===== config.mk =====
export PLATFORM = sky130hd
export DESIGN_NAME = dma_start_sched
export DESIGN_NICKNAME = d
export VERILOG_FILES = /design/src/rtl/dma_sched_pkg.sv /design/src/rtl/dma_sched_rst_sync.sv /design/src/rtl/dma_sched_regs.sv /design/src/rtl/dma_sched_timer.sv /design/src/rtl/dma_sched_dispatch.sv /design/src/rtl/dma_start_sched.sv
export SDC_FILE = /design/constraint.sdc
export NUM_CORES = 1
export LEC_CHECK = 0
export BUFFER_PORTS_ARGS = -buffer_cell sky130_fd_sc_hd__buf_2
export CAP_MARGIN = 10
export CORE_UTILIZATION = 50
export CTS_CLUSTER_DIAMETER = 150
export DETAILED_ROUTE_END_ITERATION = 12
export PLACE_DENSITY_LB_ADDON = 0.2
export SLEW_MARGIN = 40
export SYNTH_ARGS = -nofsm -noshare
export SYNTH_HDL_FRONTEND = slang
export SYNTH_SLANG_ARGS = --single-unit

===== constraint.sdc =====
create_clock -name clk -period 43.2 [get_ports clk]
set_clock_uncertainty 0.15 [all_clocks]
set_input_delay 6.48 -clock clk [delete_from_list [all_inputs] [get_ports clk]]
set_output_delay 6.48 -clock clk [all_outputs]
set_load 0.005 [all_outputs]

===== src/rtl/dma_sched_pkg.sv =====
package dma_sched_pkg;
  localparam int unsigned NUM_CH_DEF  = 7;
  localparam int unsigned DELAY_DEF   = 10;
  localparam int unsigned EN_BIT_DEF  = 24;
  localparam int unsigned ADDR_W_DEF  = 24;
  localparam int unsigned DATA_W      = 32;
  localparam logic [DATA_W-1:0] PRIO_RESET = 32'h0765_4321;

  typedef enum logic [1:0] {
    SEL_PRIO = 2'd0,
    SEL_IRQ  = 2'd1,
    SEL_CTRL = 2'd2,
    SEL_ADDR = 2'd3
  } reg_sel_e;
endpackage


===== src/rtl/dma_sched_rst_sync.sv =====
module dma_sched_rst_sync (
  input  logic clk,
  input  logic rst_n_in,
  output logic rst_n_out
);
  logic [1:0] sync_q;

  always_ff @(posedge clk or negedge rst_n_in) begin
    if (!rst_n_in) sync_q <= 2'b00;
    else           sync_q <= {sync_q[0], 1'b1};
  end

  assign rst_n_out = sync_q[1];
endmodule


===== src/rtl/dma_sched_regs.sv =====
module dma_sched_regs
  import dma_sched_pkg::*;
#(
  parameter int unsigned NUM_CH = NUM_CH_DEF,
  parameter int unsigned CH_W   = 3,
  parameter int unsigned EN_BIT = EN_BIT_DEF,
  parameter int unsigned ADDR_W = ADDR_W_DEF
) (
  input  logic                     clk,
  input  logic                     rst_n,
  input  logic                     wr_en,
  input  logic [1:0]               reg_sel,
  input  logic [CH_W-1:0]          reg_chan,
  input  logic [DATA_W-1:0]        wr_data,
  input  logic [NUM_CH-1:0]        done,
  output logic [DATA_W-1:0]        rd_data,
  output logic [NUM_CH-1:0]        ch_en,
  output logic [NUM_CH*ADDR_W-1:0] ch_addr
);
  localparam int unsigned PAD_W = DATA_W - ADDR_W;

  logic [DATA_W-1:0] prio_q, prio_d, irq_q, irq_d;
  logic              prio_ce, irq_ce;
  logic [NUM_CH*DATA_W-1:0] ctrl_flat;

  // global words: next state
  always_comb begin
    prio_ce = wr_en && (reg_sel == SEL_PRIO);
    irq_ce  = wr_en && (reg_sel == SEL_IRQ);
    prio_d  = wr_data;
    irq_d   = wr_data;
  end

  always_ff @(posedge clk or negedge rst_n) begin
    if (!rst_n) begin
      prio_q <= PRIO_RESET;
      irq_q  <= '0;
    end else begin
      if (prio_ce) prio_q <= prio_d;
      if (irq_ce)  irq_q  <= irq_d;
    end
  end

  for (genvar i = 0; i < NUM_CH; i++) begin : g_ch
    logic [DATA_W-1:0] c_q, c_d;
    logic              c_ce;
    logic [ADDR_W-1:0] a_q, a_d;
    logic              a_ce;
    logic              hit;

    always_comb begin
      hit  = wr_en && (reg_chan == CH_W'(i));
      c_d  = c_q;
      c_ce = 1'b0;
      if (hit && reg_sel == SEL_CTRL) begin
        c_d  = wr_data;
        c_ce = 1'b1;
      end
      if (done[i]) begin
        c_d[EN_BIT] = 1'b0;
        c_ce        = 1'b1;
      end
      a_ce = hit && (reg_sel == SEL_ADDR);
      a_d  = wr_data[ADDR_W-1:0];
    end

    always_ff @(posedge clk or negedge rst_n) begin
      if (!rst_n) begin
        c_q <= '0;
        a_q <= '0;
      end else begin
        if (c_ce) c_q <= c_d;
        if (a_ce) a_q <= a_d;
      end
    end

    assign ctrl_flat[i*DATA_W +: DATA_W] = c_q;
    assign ch_addr[i*ADDR_W +: ADDR_W]   = a_q;
    assign ch_en[i]                      = c_q[EN_BIT];


    done_clr_chk: assert property (@(posedge clk) disable iff (!rst_n)
      done[i] |=> !c_q[EN_BIT]);
  end

  // read mux
  always_comb begin
    rd_data = '0;
    case (reg_sel)
      SEL_PRIO: rd_data = prio_q;
      SEL_IRQ:  rd_data = irq_q;
      SEL_CTRL: begin
        for (int k = 0; k < NUM_CH; k++)
          if (reg_chan == CH_W'(k)) rd_data = ctrl_flat[k*DATA_W +: DATA_W];
      end
      default: begin
        for (int k = 0; k < NUM_CH; k++)
          if (reg_chan == CH_W'(k)) rd_data = {{PAD_W{1'b0}}, ch_addr[k*ADDR_W +: ADDR_W]};
      end
    endcase
  end


  addr_mask_chk: assert property (@(posedge clk) disable iff (!rst_n)
    (reg_sel == SEL_ADDR) |-> (rd_data[DATA_W-1:ADDR_W] == '0));
endmodule


===== src/rtl/dma_sched_timer.sv =====
module dma_sched_timer #(
  parameter int unsigned DELAY = 10
) (
  input  logic clk,
  input  logic rst_n,
  input  logic any_run,
  input  logic sweep_busy,
  input  logic sweep_done,
  output logic fire,
  output logic pending
);
  localparam int unsigned CNT_W = $clog2(DELAY + 1);

  logic             pend_q, pend_d;
  logic [CNT_W-1:0] cnt_q, cnt_d;
  logic             arm;

  always_comb begin
    pend_d = pend_q;
    cnt_d  = cnt_q;
    fire   = 1'b0;
    arm    = any_run && ((!pend_q && !sweep_busy) || sweep_done);
    if (arm) begin
      pend_d = 1'b1;
      cnt_d  = CNT_W'(DELAY);
    end else if (pend_q && !any_run) begin
      pend_d = 1'b0;
      cnt_d  = '0;
    end else if (pend_q) begin
      if (cnt_q <= CNT_W'(1)) begin
        pend_d = 1'b0;
        cnt_d  = '0;
        fire   = 1'b1;
      end else begin
        cnt_d  = cnt_q - CNT_W'(1);
      end
    end
  end

  always_ff @(posedge clk or negedge rst_n) begin
    if (!rst_n) begin
      pend_q <= 1'b0;
      cnt_q  <= '0;
    end else begin
      pend_q <= pend_d;
      cnt_q  <= cnt_d;
    end
  end

  assign pending = pend_q;


  arm_load_chk: assert property (@(posedge clk) disable iff (!rst_n)
    (!pend_q && !sweep_busy && any_run) |=> (pend_q && cnt_q == CNT_W'(DELAY)));

  count_step_chk: assert property (@(posedge clk) disable iff (!rst_n)
    (pend_q && any_run && cnt_q > CNT_W'(1)) |=> (pend_q && cnt_q == $past(cnt_q) - CNT_W'(1)));

  idle_clear_chk: assert property (@(posedge clk) disable iff (!rst_n)
    (pend_q && !any_run && !sweep_done) |=> (!pend_q && cnt_q == '0));

  cnt_range_chk: assert property (@(posedge clk) disable iff (!rst_n)
    cnt_q <= CNT_W'(DELAY));
endmodule


===== src/rtl/dma_sched_dispatch.sv =====
module dma_sched_dispatch #(
  parameter int unsigned NUM_CH = 7,
  parameter int unsigned CH_W   = 3
) (
  input  logic              clk,
  input  logic              rst_n,
  input  logic              fire,
  input  logic [NUM_CH-1:0] runnable,
  output logic [NUM_CH-1:0] start,
  output logic              busy,
  output logic              sweep_done
);
  localparam logic [CH_W-1:0] LAST = CH_W'(NUM_CH - 1);

  logic            busy_q, busy_d;
  logic [CH_W-1:0] idx_q, idx_d;

  always_comb begin
    busy_d     = busy_q;
    idx_d      = idx_q;
    sweep_done = busy_q && (idx_q == LAST);
    if (fire) begin
      busy_d = 1'b1;
      idx_d  = '0;
    end else if (busy_q) begin
      if (sweep_done) begin
        busy_d = 1'b0;
        idx_d  = '0;
      end else begin
        idx_d  = idx_q + CH_W'(1);
      end
    end
  end

  always_ff @(posedge clk or negedge rst_n) begin
    if (!rst_n) begin
      busy_q <= 1'b0;
      idx_q  <= '0;
    end else begin
      busy_q <= busy_d;
      idx_q  <= idx_d;
    end
  end

  for (genvar i = 0; i < NUM_CH; i++) begin : g_start
    assign start[i] = busy_q && (idx_q == CH_W'(i)) && runnable[i];
  end

  assign busy = busy_q;


  walk_begin_chk: assert property (@(posedge clk) disable iff (!rst_n)
    fire |=> (busy_q && idx_q == '0));

  walk_step_chk: assert property (@(posedge clk) disable iff (!rst_n)
    (busy_q && !sweep_done) |=> (busy_q && idx_q == $past(idx_q) + CH_W'(1)));

  single_start_chk: assert property (@(posedge clk) disable iff (!rst_n)
    $onehot0(start));
endmodule


===== src/rtl/dma_start_sched.sv =====
module dma_start_sched
  import dma_sched_pkg::*;
#(
  parameter int unsigned NUM_CH = NUM_CH_DEF,
  parameter int unsigned CH_W   = $clog2(NUM_CH),
  parameter int unsigned DELAY  = DELAY_DEF,
  parameter int unsigned EN_BIT = EN_BIT_DEF,
  parameter int unsigned ADDR_W = ADDR_W_DEF
) (
  input  logic                     clk,
  input  logic                     rst_n,
  input  logic                     wr_en,
  input  logic [1:0]               reg_sel,
  input  logic [CH_W-1:0]          reg_chan,
  input  logic [31:0]              wr_data,
  output logic [31:0]              rd_data,
  input  logic [NUM_CH-1:0]        req,
  input  logic [NUM_CH-1:0]        done,
  output logic [NUM_CH-1:0]        start,
  output logic [NUM_CH*ADDR_W-1:0] ch_addr
);
  logic              rst_n_s;
  logic [NUM_CH-1:0] ch_en, runnable;
  logic              any_run, fire, pending, sweep_busy, sweep_done;

  dma_sched_rst_sync u_rst (
    .clk       (clk),
    .rst_n_in  (rst_n),
    .rst_n_out (rst_n_s)
  );

  dma_sched_regs #(
    .NUM_CH (NUM_CH), .CH_W (CH_W), .EN_BIT (EN_BIT), .ADDR_W (ADDR_W)
  ) u_regs (
    .clk      (clk),
    .rst_n    (rst_n_s),
    .wr_en    (wr_en),
    .reg_sel  (reg_sel),
    .reg_chan (reg_chan),
    .wr_data  (wr_data),
    .done     (done),
    .rd_data  (rd_data),
    .ch_en    (ch_en),
    .ch_addr  (ch_addr)
  );

  assign runnable = ch_en & req;
  assign any_run  = |runnable;

  dma_sched_timer #(.DELAY (DELAY)) u_timer (
    .clk        (clk),
    .rst_n      (rst_n_s),
    .any_run    (any_run),
    .sweep_busy (sweep_busy),
    .sweep_done (sweep_done),
    .fire       (fire),
    .pending    (pending)
  );

  dma_sched_dispatch #(.NUM_CH (NUM_CH), .CH_W (CH_W)) u_disp (
    .clk        (clk),
    .rst_n      (rst_n_s),
    .fire       (fire),
    .runnable   (runnable),
    .start      (start),
    .busy       (sweep_busy),
    .sweep_done (sweep_done)
  );


  no_overlap_chk: assert property (@(posedge clk) disable iff (!rst_n_s)
    !(pending && sweep_busy));

  write_no_start_chk: assert property (@(posedge clk) disable iff (!rst_n_s)
    (wr_en && reg_sel == SEL_CTRL && !pending && !sweep_busy) |=> (start == '0));

  start_needs_req_chk: assert property (@(posedge clk) disable iff (!rst_n_s)
    ((start & ~req) == '0));
endmodule


==> impl_metrics.json, run 1 <==
{
  "seq_power_share_pct": 46.9,
  "i_o_pins": 261,
  "worstPathRequired_ns": 36.57,
  "count_of_flip_flops_with_a_built_in_enable_after_synthesis": 0,
  "cell_internal_pwr_w": 0.000902,
  "fp.dieW_um": 210,
  "power.density_nw_per_um2": 48.8,
  "drv_slew": 0,
  "pre_cts_slack_ns": 27.41,
  "setup_slack_ns": 27.37,
  "maximum_number_of_pins_on_one_net_before_global_route_repair": 83,
  "place.detailed.instances": 2333,
  "wl_per_cell_um": 24.6,
  "antennaDiodeCount": 0,
  "post_synth.cell_area_avg_um2": 13.5,
  "hpwl_mm": 36.4,
  "timing.final.crit_share_pct": 36.6,
  "post-route-min-period_ns": 15.83,
  "postRouteAntennaNets": 0,
  "clkSlewWorstSetupHoldPaths_ns": 0.06,
  "vdd_drop_max_uv": 31.8,
  "async_flop_share_pct": 100,
  "cts_buffer_depth": 3,
  "r2r_start": "u_rst.sync_q[1]$_DFF_PN0_",
  "wl_mm": 59.6,
  "setup_viol": 0,
  "gpl.final_weighted_congestion": 0.819,
  "worstRegToRegCells": 3,
  "final-hold-violation-count": 0,
  "yosysWarningCount": 0,
  "relSlewSlack_pct": 45.5,
  "global_route.overflow_total": 0,
  "grt_util_all_layers_pct": 27.4,
  "place.port_buffers": 260,
  "synthesis.instances": 1607,
  "mappedNetlistArea_um2": 21700,
  "worst-endpoint-arrival_ns": 9.20,
  "cts-htree-levels": 2,
  "cts_made_buffers": 51,
  "grt_antenna_before_repair": 1,
  "placeableCoreArea_um2": 42400,
  "criticalPathCategory": "in -> out",
  "r2r_slack_ns": 40.85,
  "clock.fmax_mhz": 63.2,
  "dieArea_um2": 44200,
  "first_global_vias": 15100,
  "post_cts_buffers": 0,
  "drt_pass1_iterations": 5,
  "comb_power_share_pct": 17.8,
  "sequential_share_of_the_synthesized_area_pct": 53.9,
  "switching_share_pct": 26.7,
  "yosysUniqueCellTypes": 53,
  "critPathCaptureType": "output port",
  "initialDrtViolationCount": 1022,
  "syn-num-nets": 1668,
  "final-instance-count-excl-fill": 2427,
  "std_cell_rows": 75,
  "postSynthRegisterBits": 467,
  "cts_num_sinks": 467,
  "yosys_most_used_dff": "dfrtp_1",
  "rsz0062_at_grt": "no",
  "cts_hold_repair.buffers": 0,
  "clk_pwr_share_pct": 35.4,
  "max_slew.worst_pin.slew_ns": 0.818,
  "layout-drive-gt1-share_pct": 47.9,
  "finalSetupTns_ns": 0,
  "netSwitchingPower_w": 0.000328,
  "post_cts_resized": 0,
  "remaining_drc_errors": 0,
  "placed_cell_area_um2": 23500,
  "cts_tree": "built",
  "cp-start-kind": "primary input",
  "power_leakage_nw": 11.7,
  "critical_path.reg2reg.endpoint": "u_regs.g_ch[1].c_q[20]$_DFFE_PN0P_",
  "via_per_inst": 6.01,
  "stdcell_area_um2": 25200,
  "final_net_count": 1870,
  "cp_max_fo": 73,
  "worst_hold_slack_ns": 0.0902,
  "die_y_um": 210,
  "area.growth.synth_to_final_pct": 16.3,
  "clk_latency_worst_skew_pair_ns": 0.58,
  "cts_root_buffer": "clkbuf_16",
  "run_status": "complete, no violations",
  "grt_first_pass_wirelength_mm": 92.5,
  "holdCritPathClass": "reg -> async",
  "routed-via-count": 14600,
  "max_cap_viol_count": 0,
  "initial_standard_cell_utilization_of_the_core_pct": 51.2
}
==> layout make-up <==
| cell class | count | area, µm² |
|---|---|---|
| Clock buffer | 82 | 1570 |
| Clock inverter | 12 | 119 |
| Fill cell | 3458 | 17200 |
| Inverter | 23 | 86.3 |
| Multi-Input combinational cell | 971 | 9280 |
| Sequential cell | 467 | 11700 |
| Tap cell | 577 | 722 |
| Timing Repair Buffer | 295 | 1750 |
==> cells by family after synthesis <==
kind of cell	synth area share, %
buffers and inverters	3.65
AOI/OAI and AO/OA	7.89
muxes	30.6
and+or+nand+nor	3.50
DFF	53.9
adders and majority gates	0.404
other	0.0173
==> worst max-delay path by stage <==
stage / from / end / slack (ns) / cells after the start
floorplan: reg_chan[0] / rd_data[30] / 28.77 / 6
global placement: reg_chan[0] / rd_data[0] / 27.35 / 7
detailed placement: reg_chan[1] / rd_data[0] / 27.41 / 9
CTS: reg_chan[1] / rd_data[18] / 27.39 / 9
global route: reg_chan[1] / rd_data[18] / 27.28 / 9
finish: reg_chan[1] / rd_data[18] / 27.37 / 9
==> cell usage in the layout (no fill, tap or decap), drive strengths merged, types with 2 or more instances in the layout <==
cell type / instances
a211o: 24
a211oi: 2
a21o: 2
a21oi: 38
a22oi: 2
a2bb2oi: 24
and2: 2
and3: 3
and4: 6
buf: 295
bufinv: 2
clkbuf: 82
clkinv: 8
clkinvlp: 2
dfrtp: 455
dfstp: 12
ha: 7
inv: 23
mux2: 450
mux2i: 85
mux4: 32
nand2: 13
nand2b: 4
nand3: 10
nand3b: 4
nor2: 91
nor2b: 5
nor3: 5
nor3b: 2
o2111ai: 8
o21a: 2
o21ai: 61
o221ai: 31
o22ai: 25
o2bb2ai: 23
==> routing by layer <==
metal  share of wire, %  GRT usage [%]
met1                 43           38.2
met2                 48           43.7
met3                7.3           5.80
met4                1.7           7.07
met5              0.023              0
==> through the flow <==
stage | util [%] | power [W]
floorplan | - | 0.000710
global placement | 54.8 | 0.000791
detailed placement | 55.5 | 0.000802
CTS | 59.5 | 0.00124
global route | 59.5 | 0.00128
finish | 59.5 | 0.00123
==> cell usage after synthesis, types with 12 or more instances <==
cell type,number,share of area (%)
o221ai_1,31,1.3
o2bb2ai_1,23,0.93
a2bb2oi_1,24,0.97
a21oi_1,38,0.88
nor2_1,88,1.5
clkbuf_1,67,1.2
nand2_1,13,0.22
o22ai_1,25,0.72
inv_1,23,0.40
mux2i_1,85,3.9
dfstp_2,12,1.5
dfrtp_1,455,52
mux2_2,447,23
buf_4,13,0.45
o21ai_0,59,1.4
buf_2,56,1.3
mux4_2,32,3.3
a211o_1,24,0.97
==> power by group through the flow <==
stage,logic (W),clock network (W),registers [W]
floorplan,0.000134,0,0.000576
global placement,0.000212,0,0.000579
detailed placement,0.000219,0,0.000583
CTS,0.000220,0.000444,0.000575
global route,0.000239,0.000460,0.000587
finish,0.000219,0.000435,0.000577
==> state kept, by name (all words and copies together) (netlist names) <==
signal,flops
u_disp.busy,1
u_disp.idx_q,3
u_regs.g_ch.a_q,168
u_regs.g_ch.c_q,224
u_regs.irq_q,32
u_regs.prio_q,32
u_rst.sync_q,2
u_timer.cnt_q,4
u_timer.pending,1
==> critical path: stages <==
cell	delay (ns)
buf_6	0.55
buf_4	0.78
nor2b_4	0.21
buf_6	0.22
buf_16	0.16
a2bb2oi_1	0.18
a211o_1	0.16
o221ai_1	0.16
buf_2	0.19
No activity file was read; power rests on OpenSTA's default activity.
==> run 2, diff against run 1 <==
clock period = 14.11 ns   (was 43.2 ns; I/O delays follow)
==> run 2 against run 1 <==
  * Final cell count shrank 0.25%
  * Worst hold slack better by 0.11 ns
  * Via count decreased by 0.46%
  * Flip-flop and latch count unchanged
  * Sequential share of layout area is the same
  * Critical path type unchanged
  * Critical endpoint is now rd_data[3]
  * Largest power group unchanged
  * Highest routed layer is now met4
==> impl_metrics.json, run 2 (same netlist as run 1, synthesis figures left out) <==
{
  "post-route-min-period_ns": 6.92,
  "maximum_number_of_pins_on_one_net_before_global_route_repair": 85,
  "max_cap_viol_count": 0,
  "critPathCaptureType": "output port",
  "r2r_start": "u_rst.sync_q[1]$_DFF_PN0_",
  "finalSetupTns_ns": 0,
  "seq_power_share_pct": 46.2,
  "r2r_slack_ns": 11.84,
  "drt_pass1_iterations": 5,
  "cp_max_fo": 73,
  "placeableCoreArea_um2": 42400,
  "clk_pwr_share_pct": 36.3,
  "hold_path_startpoint": "u_rst.sync_q[0]$_DFF_PN0_",
  "stdcell_area_um2": 25200,
  "cts_root_buffer": "clkbuf_16",
  "max_slew.worst_pin.slew_ns": 0.827,
  "power_leakage_nw": 11.7,
  "clk_latency_worst_skew_pair_ns": 0.58,
  "cts_made_buffers": 50,
  "dieArea_um2": 44200,
  "cts-htree-levels": 2,
  "wl_mm": 59.5,
  "global_route.overflow_total": 0,
  "final_common_cell": "dfrtp_1",
  "worst_hold_path.num_cells": 0,
  "i_o_pins": 261,
  "clock.fmax_mhz": 144,
  "placed_cell_area_um2": 23500,
  "rsz0062_at_grt": "no",
  "cell_internal_pwr_w": 0.00282,
  "final_total_pwr_w": 0.00382,
  "hpwl_mm": 36.2,
  "via_per_inst": 6.00,
  "hold_end": "u_rst.sync_q[1]$_DFF_PN0_",
  "vdd_drop_max_uv": 97.5,
  "area_used_by_multi_input_combinational_logic_um2": 9280,
  "cp-start-kind": "primary input",
  "remaining_drc_errors": 0,
  "initialDrtViolationCount": 981,
  "critical_path.reg2reg.endpoint": "u_regs.g_ch[5].a_q[1]$_DFFE_PN0P_",
  "comb_power_share_pct": 17.5,
  "worst-endpoint-arrival_ns": 4.66,
  "layout.area.seq_um2": 11700,
  "layout-drive-gt1-share_pct": 47.9,
  "switching_share_pct": 26.2,
  "std_cell_rows": 75,
  "post_cts_resized": 0,
  "die_y_um": 210,
  "cts_hold_repair.buffers": 0,
  "final-hold-violation-count": 0,
  "largest_register": "u_regs.g_ch.c_q",
  "timing.final.crit_share_pct": 49.1,
  "grt_first_pass_wirelength_mm": 91.6,
  "initial_standard_cell_utilization_of_the_core_pct": 51.2,
  "criticalPathCategory": "in -> out",
  "postRouteAntennaNets": 0,
  "cts_buffer_depth": 3,
  "flip_flop_count_of_the_largest_register_all_copies_and_words_added": 224,
  "worstPathRequired_ns": 11.84,
  "first_global_vias": 14900,
  "holdCritPathClass": "reg -> reg",
  "clkSlewWorstSetupHoldPaths_ns": 0.06,
  "gpl.final_weighted_congestion": 0.824,
  "power.density_nw_per_um2": 151,
  "post_cts_buffers": 0,
  "place.port_buffers": 260,
  "netSwitchingPower_w": 0.00100,
  "top_regs": "u_regs.g_ch.c_q (224), u_regs.g_ch.a_q (168)",
  "cts_tree": "built",
  "worstRegToRegCells": 2,
  "area.growth.synth_to_final_pct": 16.3,
  "cts_num_sinks": 467,
  "drv_slew": 0,
  "fp.dieW_um": 210,
  "routed-via-count": 14500,
  "relSlewSlack_pct": 44.9,
  "final_net_count": 1865,
  "worst_hold_slack_ns": 0.201,
  "mostFrequentLayoutCells": "dfrtp_1 (454), mux2_2 (447), buf_2 (257)",
  "antennaDiodeCount": 0,
  "layout.filler_cells": 3497,
  "grt_util_all_layers_pct": 27.2,
  "setup_viol": 0,
  "grt_antenna_before_repair": 0,
  "run_status": "complete, no violations",
  "wl_per_cell_um": 24.6
}
-- run 2: changes by cell type in the layout (fill, tap and decap cells not counted), sizes merged --
cell / delta
buf: -5
bufinv: +3
clkbuf: +1
clkinv: -5
clkinvlp: -1
inv: +1
-- run 2: layout make-up --
cell class              count  share of cell area (%)
inverters                  23                   0.342
well taps                 577                    2.86
repair buffers            291                    6.68
clock inverters            10                   0.719
multi-input cells         971                    36.8
clock buffers              82                    6.23
flip-flops and latches    467                    46.4
-- run 2: worst max-delay path by stage --
stage | cells past startpoint | slack [ns] | to | startpoint
6_report | 7 | 7.19 | rd_data[3] | reg_chan[1]
5_1_grt | 7 | 7.10 | rd_data[0] | reg_chan[0]
4_1_cts | 9 | 7.22 | rd_data[10] | reg_chan[1]
3_5_place_dp | 7 | 7.22 | rd_data[0] | reg_chan[0]
3_3_place_gp | 6 | 6.98 | rd_data[0] | reg_chan[0]
2_1_floorplan | 0 | 0.001 | u_disp.busy$_DFF_PN0_ | u_rst.sync_q[1]$_DFF_PN0_
-- run 2: power by group through the flow --
stage	registers, W	logic (W)	clock network, W
after global routing	0.00180	0.000725	0.00146
after CTS	0.00176	0.000673	0.00141
after floorplan	0.00176	0.000411	0
after global placement	0.00177	0.000651	0
after detailed placement	0.00178	0.000670	0
final	0.00176	0.000666	0.00139
-- run 2: worst max-delay path, stage by stage --
cell and delay [ns]:
buf_6 0.55, buf_4 0.79, mux4_2 0.45, nor2_1 0.24
a211o_1 0.14, o221ai_1 0.13, buf_2 0.18
-- run 2: metrics by stage --
step / util [%] / setup WS, ns / cells
floorplan: - / 0.00103 / 1607
global placement: 54.8 / 6.98 / 2320
detailed placement: 55.3 / 7.22 / 2329
CTS: 59.4 / 7.22 / 2421
global route: 59.5 / 7.10 / 2421
finish: 59.5 / 7.19 / 2421
-- run 2: per-layer routing --
layer	global-route usage, %	vias to the layer above	share of wire [%]
met3	5.97	89	6.6
met5	0	-	0
met4	8.18	0	2.5
met1	38.2	7680	44
met2	42.6	452	47
li1	-	6303	-
